`src/rtl/reso_pkg.sv`:
```
package reso_pkg;
  localparam int PER_W  = 12;
  localparam int BYTE_W = 8;
  localparam int LO_W   = PER_W - BYTE_W;
  localparam int SEL_W  = 2;

  localparam logic [SEL_W-1:0] SEL_RISE   = 2'd0;
  localparam logic [SEL_W-1:0] SEL_FOFF   = 2'd1;
  localparam logic [SEL_W-1:0] SEL_MIN_HI = 2'd2;
  localparam logic [SEL_W-1:0] SEL_MIN_LO = 2'd3;

  typedef struct packed {
    logic [BYTE_W-1:0] rise;
    logic [BYTE_W-1:0] foff;
    logic [PER_W-1:0]  min_cyc;
  } cfg_t;
endpackage

```
`src/rtl/reso_cfg_bank.sv`:
```
module reso_cfg_bank
  import reso_pkg::*;
(
  input  logic              clk_i,
  input  logic              rst_ni,
  input  logic              wr_en_i,
  input  logic [SEL_W-1:0]  wr_sel_i,
  input  logic [BYTE_W-1:0] wr_data_i,
  output cfg_t              cfg_o
);
  cfg_t cfg_q;

  // pending bank; copied into active timing at cycle boundaries elsewhere
  always_ff @(posedge clk_i or negedge rst_ni) begin
    if (!rst_ni) begin
      cfg_q <= '0;
    end else if (wr_en_i) begin
      case (wr_sel_i)
        SEL_RISE:   cfg_q.rise <= wr_data_i;
        SEL_FOFF:   cfg_q.foff <= wr_data_i;
        SEL_MIN_HI: cfg_q.min_cyc[PER_W-1 -: BYTE_W] <= wr_data_i;
        default:    cfg_q.min_cyc[LO_W-1:0] <= wr_data_i[BYTE_W-1 -: LO_W];
      endcase
    end
  end

  assign cfg_o = cfg_q;
endmodule

```
`src/rtl/reso_period_seq.sv`:
```
module reso_period_seq
  import reso_pkg::*;
(
  input  logic             clk_i,
  input  logic             rst_ni,
  input  logic [PER_W-1:0] period_req_i,
  input  logic [PER_W-1:0] min_cyc_i,
  output logic [PER_W-1:0] cnt_o,
  output logic [PER_W-1:0] per_o,
  output logic [PER_W-1:0] eff_o,
  output logic             load_o,
  output logic             cyc_start_o
);
  logic [PER_W-1:0] cnt_q, per_q;
  logic [PER_W:0]   cnt_inc;
  logic             start_q;

  assign eff_o   = (period_req_i >= min_cyc_i) ? period_req_i : min_cyc_i;
  assign cnt_inc = {1'b0, cnt_q} + (PER_W+1)'(1);
  // per_q of 0 or 1 makes every tick a boundary
  assign load_o  = (cnt_inc >= {1'b0, per_q});

  always_ff @(posedge clk_i or negedge rst_ni) begin
    if (!rst_ni) begin
      cnt_q   <= '0;
      per_q   <= '0;
      start_q <= 1'b0;
    end else begin
      start_q <= load_o;
      if (load_o) begin
        cnt_q <= '0;
        per_q <= eff_o;
      end else begin
        cnt_q <= cnt_inc[PER_W-1:0];
      end
    end
  end

  assign cnt_o       = cnt_q;
  assign per_o       = per_q;
  assign cyc_start_o = start_q;
endmodule

```
`src/rtl/reso_edge_plan.sv`:
```
module reso_edge_plan
  import reso_pkg::*;
(
  input  logic              clk_i,
  input  logic              rst_ni,
  input  logic              load_i,
  input  logic [PER_W-1:0]  eff_i,
  input  logic [BYTE_W-1:0] rise_i,
  input  logic [BYTE_W-1:0] foff_i,
  input  logic [PER_W-1:0]  cnt_i,
  output logic [BYTE_W-1:0] rise_o,
  output logic              gate_o
);
  localparam int SW = PER_W + 2;

  logic signed [SW-1:0] mid_s, off_s, rnew_s, per_s, fnew_s, nxt_s, ract_s;
  logic signed [SW-1:0] fall_q;
  logic [BYTE_W-1:0]    rise_q;
  logic                 ok_q, ok_new, gate_q, gate_d;

  assign mid_s  = $signed({2'b00, eff_i >> 1});
  assign off_s  = $signed({{(SW-BYTE_W){foff_i[BYTE_W-1]}}, foff_i});
  assign rnew_s = $signed({{(SW-BYTE_W){1'b0}}, rise_i});
  assign per_s  = $signed({2'b00, eff_i});
  assign fnew_s = mid_s + off_s;
  // window must open before it closes and close within the cycle
  assign ok_new = (fnew_s > rnew_s) && (fnew_s <= per_s);

  assign ract_s = $signed({{(SW-BYTE_W){1'b0}}, rise_q});
  assign nxt_s  = $signed({2'b00, cnt_i} + SW'(1));

  // gate is registered against the counter's next value: glitch-free, tick-aligned
  always_comb begin
    if (load_i) gate_d = ok_new && (rise_i == '0);
    else        gate_d = ok_q && (nxt_s >= ract_s) && (nxt_s < fall_q);
  end

  always_ff @(posedge clk_i or negedge rst_ni) begin
    if (!rst_ni) begin
      rise_q <= '0;
      fall_q <= '0;
      ok_q   <= 1'b0;
      gate_q <= 1'b0;
    end else begin
      gate_q <= gate_d;
      if (load_i) begin
        rise_q <= rise_i;
        fall_q <= fnew_s;
        ok_q   <= ok_new;
      end
    end
  end

  assign rise_o = rise_q;
  assign gate_o = gate_q;
endmodule

```
`src/rtl/reso_edge_gen.sv`:
```
module reso_edge_gen
  import reso_pkg::*;
(
  input  logic              clk_i,
  input  logic              rst_ni,
  input  logic              wr_en_i,
  input  logic [SEL_W-1:0]  wr_sel_i,
  input  logic [BYTE_W-1:0] wr_data_i,
  input  logic [PER_W-1:0]  period_req_i,
  output logic              gate_o,
  output logic              cyc_start_o
);
  cfg_t              cfg;
  logic [PER_W-1:0]  cnt_q, per_q, eff;
  logic [BYTE_W-1:0] rise_q;
  logic              load;

  reso_cfg_bank u_cfg (
    .clk_i     (clk_i),
    .rst_ni    (rst_ni),
    .wr_en_i   (wr_en_i),
    .wr_sel_i  (wr_sel_i),
    .wr_data_i (wr_data_i),
    .cfg_o     (cfg)
  );

  reso_period_seq u_seq (
    .clk_i        (clk_i),
    .rst_ni       (rst_ni),
    .period_req_i (period_req_i),
    .min_cyc_i    (cfg.min_cyc),
    .cnt_o        (cnt_q),
    .per_o        (per_q),
    .eff_o        (eff),
    .load_o       (load),
    .cyc_start_o  (cyc_start_o)
  );

  reso_edge_plan u_edge (
    .clk_i  (clk_i),
    .rst_ni (rst_ni),
    .load_i (load),
    .eff_i  (eff),
    .rise_i (cfg.rise),
    .foff_i (cfg.foff),
    .cnt_i  (cnt_q),
    .rise_o (rise_q),
    .gate_o (gate_o)
  );
endmodule

```
`config.mk`:
```
export PLATFORM = sky130hd
export DESIGN_NAME = reso_edge_gen
export DESIGN_NICKNAME = d
export VERILOG_FILES = /design/src/rtl/reso_pkg.sv /design/src/rtl/reso_cfg_bank.sv /design/src/rtl/reso_period_seq.sv /design/src/rtl/reso_edge_plan.sv /design/src/rtl/reso_edge_gen.sv
export SDC_FILE = /design/constraint.sdc
export NUM_CORES = 1
export LEC_CHECK = 0
export BUFFER_PORTS_ARGS = -buffer_cell sky130_fd_sc_hd__buf_2
export CAP_MARGIN = 20
export CELL_PAD_IN_SITES_DETAIL_PLACEMENT = 0
export CELL_PAD_IN_SITES_GLOBAL_PLACEMENT = 1
export CORE_ASPECT_RATIO = 2
export CORE_MARGIN = 2
export CORE_UTILIZATION = 53
export DETAILED_ROUTE_END_ITERATION = 8
export GPL_ROUTABILITY_DRIVEN = 0
export PLACE_DENSITY = 0.92
export SKIP_LAST_GASP = 1
export SYNTH_ARGS = -nofsm -noshare
export SYNTH_HDL_FRONTEND = slang
export SYNTH_SLANG_ARGS = --single-unit
```
`constraint.sdc`:
```
create_clock -name clk_i -period 9.7 [get_ports clk_i]
set_input_delay 0.485 -clock clk_i [delete_from_list [all_inputs] [get_ports clk_i]]
set_output_delay 0.485 -clock clk_i [all_outputs]
set_load 0.03 [all_outputs]
```
Word-level counts from Yosys, hierarchy flattened
Cells that the tools add are included.
{"block": "totals", "latch_bits": 0, "n_memories": 0, "elab_cells": 37, "in_bits": 25, "mem_bits_rw": 0, "reg_bits": 77, "rom_bits": 0}
{"block": "op_classes", "mul": 0, "eq_ne": 2, "add_sub_neg": 3, "magnitude_cmp": 6, "div_mod_pow": 0, "reduce_logical": 11, "n_shift": 0, "bitwise": 1, "muxes": 3}
{"cell": "$add A12 B1 Y13 const B", "count": 2}
{"cell": "$mux W12", "count": 2}
{"cell": "$ge A14 B9 Y1", "count": 1}
{"cell": "$gt A14 B9 Y1", "count": 1}
{"cell": "$le A14 B13 Y1", "count": 1}
{"cell": "$lt A14 B14 Y1", "count": 1}
{"cell": "$add A12 B8 Y13", "count": 1}
{"cell": "$ge A13 B12 Y1", "count": 1}
{"cell": "$ge A12 B12 Y1", "count": 1}
{"cell": "$logic_not A8 Y1", "count": 1}
{"cell": "$reduce_and A2 Y1", "count": 4}
{"cell": "$logic_and A1 B1 Y1", "count": 4}
{"cell": "$reduce_or A3 Y1", "count": 1}
{"cell": "$eq A2 B1 Y1 const B", "count": 1}
{"cell": "$eq A2 B2 Y1 const B", "count": 1}
{"cell": "$logic_not A2 Y1", "count": 1}
{"cell": "$mux W1", "count": 1}
{"cell": "$not A1 Y1", "count": 1}

Longest topological paths before layout
{"block": "logic_depth", "ltp_word": 7, "depth_mapped": 26}

By module
From an unflattened synthesis, not the netlist that was laid out.
{"block": "hier_totals", "cells_unflattened": 539, "hier_area_um2": 5472.7}
{"mod": "reso_edge_plan", "area_per_inst_um2": 2603.7, "n_inst": 1, "cells_per_inst": 305}
{"mod": "reso_period_seq", "area_per_inst_um2": 1806.7, "n_inst": 1, "cells_per_inst": 174}
{"mod": "reso_cfg_bank", "area_per_inst_um2": 1062.3, "n_inst": 1, "cells_per_inst": 60}

Worst setup path after synthesis
OpenSTA, ideal clock, no wires.
{"block": "synth_path", "path_kind": "input-to-reg", "start": "in period_req_i[0]", "end": "reg u_edge.gate_q, in the netlist u_edge.gate_o", "arrival_ns": 4.848, "cell_stages": 25, "n_path_buf": 1, "required_ns": 9.618, "path_slack_ns": 4.770, "path_cell_list": "inv_1 ha_1 nand2b_1 a21o_1 a21oi_2 o21ai_2 o41ai_4 buf_6 mux2i_1 inv_1 ha_1 a21oi_1 o211ai_1 o41ai_2 o21a_1 xnor2_1 inv_1 ha_1 and4_1 nand2_1 o32a_1 o41ai_1 nand4b_1 a41o_1 o22ai_1"}
{"block": "synth_via", "elab_chain_cells": 7, "elab_cells_between_ends": 8, "classes_between": "add/sub: 1; order compare: 3; mux: 2; reduce/logical: 2"}
{"element": "from (decl)", "line": "reso_edge_gen.sv:9", "rtl": "input logic [PER_W-1:0] period_req_i,"}
{"element": "$ge A12 B12 Y1 (*)", "line": "reso_period_seq.sv:18", "rtl": "assign eff_o = (period_req_i >= min_cyc_i) ? period_req_i : min_cyc_i;"}
{"element": "$mux W12 (*)", "line": "reso_period_seq.sv:18"}
{"element": "via eff[2]", "line": "reso_edge_gen.sv:14", "rtl": "logic [PER_W-1:0] cnt_q, per_q, eff;"}
{"element": "$add A12 B8 Y13", "line": "reso_edge_plan.sv:25", "rtl": "assign fnew_s = mid_s + off_s;"}
{"element": "$gt A14 B9 Y1 / $le A14 B13 Y1 (equally long branches)", "line": "reso_edge_plan.sv:27", "rtl": "assign ok_new = (fnew_s > rnew_s) && (fnew_s <= per_s);"}
{"element": "$logic_and A1 B1 Y1 (*)", "line": "reso_edge_plan.sv:27"}
{"element": "$logic_and A1 B1 Y1 (*)", "line": "reso_edge_plan.sv:34", "rtl": "if (load_i) gate_d = ok_new && (rise_i == '0);"}
{"element": "$mux W1 (*)", "line": "reso_edge_plan.sv:34"}
{"element": "via u_edge.gate_d", "line": "reso_edge_plan.sv:19", "rtl": "logic ok_q, ok_new, gate_q, gate_d;"}
{"element": "to (signal assigned)", "line": "reso_edge_plan.sv:45", "rtl": "gate_q <= gate_d;"}
{"element": "to (decl)", "line": "reso_edge_plan.sv:19"}
The timed path passes the listed nets; every way through them passes the cells marked *.
A chain may end at the register's enable or synchronous reset.

Worst setup path in the final report
{"block": "layout_path", "start": "reg u_cfg.cfg_q, in the netlist u_cfg.cfg_o[0]", "end": "reg u_edge.gate_q, in the netlist u_edge.gate_o"}
{"block": "layout_via", "elab_chain_cells": 7, "elab_cells_between_ends": 8, "classes_between": "add/sub: 1; order compare: 3; mux: 2; reduce/logical: 2"}
{"element": "from (decl)", "line": "reso_cfg_bank.sv:11", "rtl": "cfg_t cfg_q;"}
{"element": "$ge A12 B12 Y1 (*)", "line": "reso_period_seq.sv:18"}
{"element": "$mux W12 (*)", "line": "reso_period_seq.sv:18"}
{"element": "via eff[1]", "line": "reso_edge_gen.sv:14"}
{"element": "$add A12 B8 Y13 (*)", "line": "reso_edge_plan.sv:25"}
{"element": "via u_edge.fnew_s[10]", "line": "reso_edge_plan.sv:16", "rtl": "logic signed [SW-1:0] mid_s, off_s, rnew_s, per_s, fnew_s, nxt_s, ract_s;"}
{"element": "$gt A14 B9 Y1 / $le A14 B13 Y1 (equally long branches)", "line": "reso_edge_plan.sv:27"}
{"element": "$logic_and A1 B1 Y1 (*)", "line": "reso_edge_plan.sv:27"}
{"element": "$logic_and A1 B1 Y1 (*)", "line": "reso_edge_plan.sv:34"}
{"element": "$mux W1 (*)", "line": "reso_edge_plan.sv:34"}
{"element": "via u_edge.gate_d", "line": "reso_edge_plan.sv:19"}
Marks and branches as above.

==> out/summary.json <==
{
  "status": {
    "outcome": "finished, final reports clean"
  },
  "setup_path": {
    "worst-endpoint-required_ps": 9950,
    "critical_path_launch_point_type": "flip-flop",
    "critical_path.max_fanout": 12,
    "cp-end-kind": "flip-flop",
    "arrival_ps": 6270,
    "kind_of_critical_path": "reg -> reg"
  },
  "power": {
    "power_frac_comb_pct": 42.3,
    "sw_share_pct": 37.0,
    "leakage_nw": 2.98,
    "share_clk_of_total_power_pct": 29.9,
    "power_switching_mw": 0.483,
    "vdd_drop_max_mv": 0.175,
    "seq_power_share_pct": 27.8,
    "cellInternalPower_mw": 0.822,
    "power.density_cell_area_nw_per_um2": 223
  },
  "place": {
    "dp_slack_ps": 3710,
    "placement.io_buffers": 26,
    "hpwlAfterDp_um": 10100,
    "dpl.cell_count": 694
  },
  "drt": {
    "detail_route.wirelength_um": 12900,
    "drt_first_iter_violations": 230,
    "first_pass_iters": 4,
    "route.antenna.remaining_nets": 0,
    "post-route-drc-count": 0,
    "dr_total_vias": 4027,
    "viasPerCell": 5.67,
    "detail_route.wl_per_cell_um": 18.1
  },
  "sta": {
    "slew-limit-headroom_pct": 31.1,
    "rsz0062_at_grt": "false",
    "timing_max_transition_violations_final": 0,
    "setup-tns-final_ps": 0,
    "finalSetupViolCount": 0,
    "period_needed_ps": 6020,
    "max_clock_freq_mhz": 166,
    "clock_skew_ps": 6.85,
    "final_hold_fails": 0,
    "fin_crit_sh_pct": 62.1,
    "setup_ws_ps": 3680,
    "tightest_slew_ps": 1030
  },
  "global_route": {
    "grt_start_max_net_pins": 77,
    "grt_antenna_before_repair": 0,
    "grt_first_pass_wirelength_um": 20900,
    "grt_use_total_pct": 26.1,
    "number_of_global_route_vias_before_repair": 4220,
    "globalRouteOverflowTotal": 0
  },
  "job": {
    "cap_viol_max_count": 0
  },
  "yosys": {
    "ffs_w_async_s_r_synth_pct": 100,
    "yosys.cell_types.count": 53,
    "synth.yosys.seq_area_share_pct": 35.9,
    "syn_nets": 649,
    "yosysWarningCount": 0,
    "postSynthRegisterBits": 76,
    "avgSynthCellArea_um2": 9.70,
    "synth_flop_cell": "sky130_fd_sc_hd__dfrtp_1",
    "synth_area_um2": 5300,
    "netlist_instances": 546,
    "synth_enable_flop_cells": 0
  },
  "layout": {
    "finish.cell_count_without_fillers": 710,
    "final_common_cell": "sky130_fd_sc_hd__ha_1",
    "layout_common_cells": "sky130_fd_sc_hd__ha_1 (77), sky130_fd_sc_hd__dfrtp_1 (76), sky130_fd_sc_hd__inv_1 (73)",
    "design.final.nets": 676,
    "drive_gt1_share_pct": 13.8,
    "area_growth_pct": 10.7,
    "antenna_cells": 0,
    "filler_cell_count": 861
  },
  "clock_network": {
    "clkSlewWorstSetupHoldPaths_ps": 60,
    "tritoncts": "done",
    "h-tree-depth": 3,
    "tritoncts.num_buffers": 9,
    "ctsResizeCount": 0,
    "postCtsHoldBufs": 0,
    "clk-insertion-delay-late_ps": 330,
    "clock_sink_total": 76,
    "max-clock-path-buffers": 2,
    "post_cts.repair.setup_buffers": 0,
    "root_buffer": "sky130_fd_sc_hd__clkbuf_16"
  },
  "floorplan": {
    "num_io_pins": 27,
    "core_area_um2": 9700,
    "overall_die_width_um": 74.7,
    "initial_core_util_pct": 54.6,
    "full_die_area_um2": 10900,
    "rows": 51,
    "fp.dieH_um": 145
  },
  "hold_path": {
    "holdCritPathClass": "in -> async"
  }
}
## state kept, by name, summed over array words and instances (netlist names)
signal / cells
u_cfg.cfg_o: 28
u_edge.fall_q: 13
u_seq.cnt_o: 12
u_seq.per_o: 12
u_edge.rise_o: 8
u_edge.gate_o: 1
u_edge.ok_q: 1
u_seq.cyc_start_o: 1
## cell usage after synthesis (all sizes together) (3+ instances only)
master,n,share of area (%)
nand2,39,2.8
xnor2,13,2.2
o211ai,7,0.99
dfrtp,76,36
a21o,7,0.99
buf,9,1.7
a211o,3,0.50
o21a,5,0.71
a21oi,30,3.0
o41ai,4,1.2
mux2,28,6.2
o21ai,37,3.6
nor2b,13,1.5
nor2,31,2.3
clkbuf,3,0.21
nand3b,4,0.57
nand2b,7,0.83
a21boi,3,0.43
nand3,17,1.6
a211oi,7,0.99
mux2i,11,2.1
nand4,5,0.59
inv,73,5.2
ha,77,18
and4,3,0.50
xor2,7,1.2
o2111ai,3,0.50
## per-layer routing
metal  global-route usage [%]  share of wire [%]
met1                     25.9                 34
met2                     47.0                 56
met3                     3.39                2.5
met4                     18.0                7.5
met5                        0                  0
## final timing paths
path,from,end,slack (ps),cells after the start
min in group clk_i,wr_data_i[1],u_cfg.cfg_o[21],400,3
setup / recovery,u_cfg.cfg_o[0],u_edge.gate_o,3680,24
hold / removal,rst_ni,u_edge.fall_q[0],300,1
hold reg to reg,u_cfg.cfg_o[16],u_cfg.cfg_o[16],520,1
setup reg to reg,u_cfg.cfg_o[0],u_edge.gate_o,3680,24
max in group asynchronous,rst_ni,u_seq.per_o[9],8780,1
## per-stage QoR
stage | power, mW | hold slack, ps | area, um2 | util [%]
6_report | 1.31 | 300 | 5860 | 60.4
5_1_grt | 1.38 | 384 | 5860 | 60.4
4_1_cts | 1.30 | 338 | 5860 | 60.4
3_5_place_dp | 0.900 | 509 | 5510 | 56.8
3_3_place_gp | 0.884 | 498 | 5510 | 56.8
2_1_floorplan | 0.745 | 189 | 5300 | -
## critical path: stages (launching register included)
cell	delay, ps
sky130_fd_sc_hd__dfrtp_1	400
sky130_fd_sc_hd__ha_1	270
sky130_fd_sc_hd__nand2b_1	140
sky130_fd_sc_hd__a21o_1	180
sky130_fd_sc_hd__a21oi_2	150
sky130_fd_sc_hd__o21ai_2	90
sky130_fd_sc_hd__o41ai_4	900
sky130_fd_sc_hd__mux2i_1	290
sky130_fd_sc_hd__inv_1	120
sky130_fd_sc_hd__ha_1	170
sky130_fd_sc_hd__inv_1	50
sky130_fd_sc_hd__fa_1	390
sky130_fd_sc_hd__nand3b_1	210
sky130_fd_sc_hd__a21oi_1	330
sky130_fd_sc_hd__o21a_1	210
sky130_fd_sc_hd__a21oi_1	80
sky130_fd_sc_hd__xnor2_1	240
sky130_fd_sc_hd__inv_1	100
sky130_fd_sc_hd__ha_1	290
sky130_fd_sc_hd__and4_1	190
sky130_fd_sc_hd__o311a_1	120
sky130_fd_sc_hd__o41ai_1	470
sky130_fd_sc_hd__nand4b_1	180
sky130_fd_sc_hd__a41o_1	260
sky130_fd_sc_hd__o22ai_1	100
## cells by family (layout without fill, tap and decap cells)
group	count (synthesis)	in the layout	synth area share, %
mux	39	39	8.32
flops	76	76	35.9
buf+inv	85	117	7.07
xor+xnor	20	20	3.31
compound gates	118	118	14.7
simple gates	130	130	12.1
fa+ha+maj	78	78	18.6
## cell type report
type | instances | area (um2) | area share (%)
Clock buffer | 10 | 239 | 4.08
Clock inverter | 6 | 111 | 1.90
Inverter | 73 | 274 | 4.68
Multi-Input combinational cell | 385 | 3020 | 51.5
Sequential cell | 76 | 1900 | 32.5
Tap cell | 132 | 165 | 2.82
Timing Repair Buffer | 28 | 148 | 2.52
## power by group through the flow
stage	clock network, mW	logic (mW)	registers (mW)
global placement	0	0.517	0.368
detailed placement	0	0.532	0.369
floorplan	0	0.389	0.356
finish	0.390	0.552	0.363
CTS	0.394	0.546	0.363
global route	0.408	0.607	0.365
Note: power is estimated with default switching activity, not from simulation.
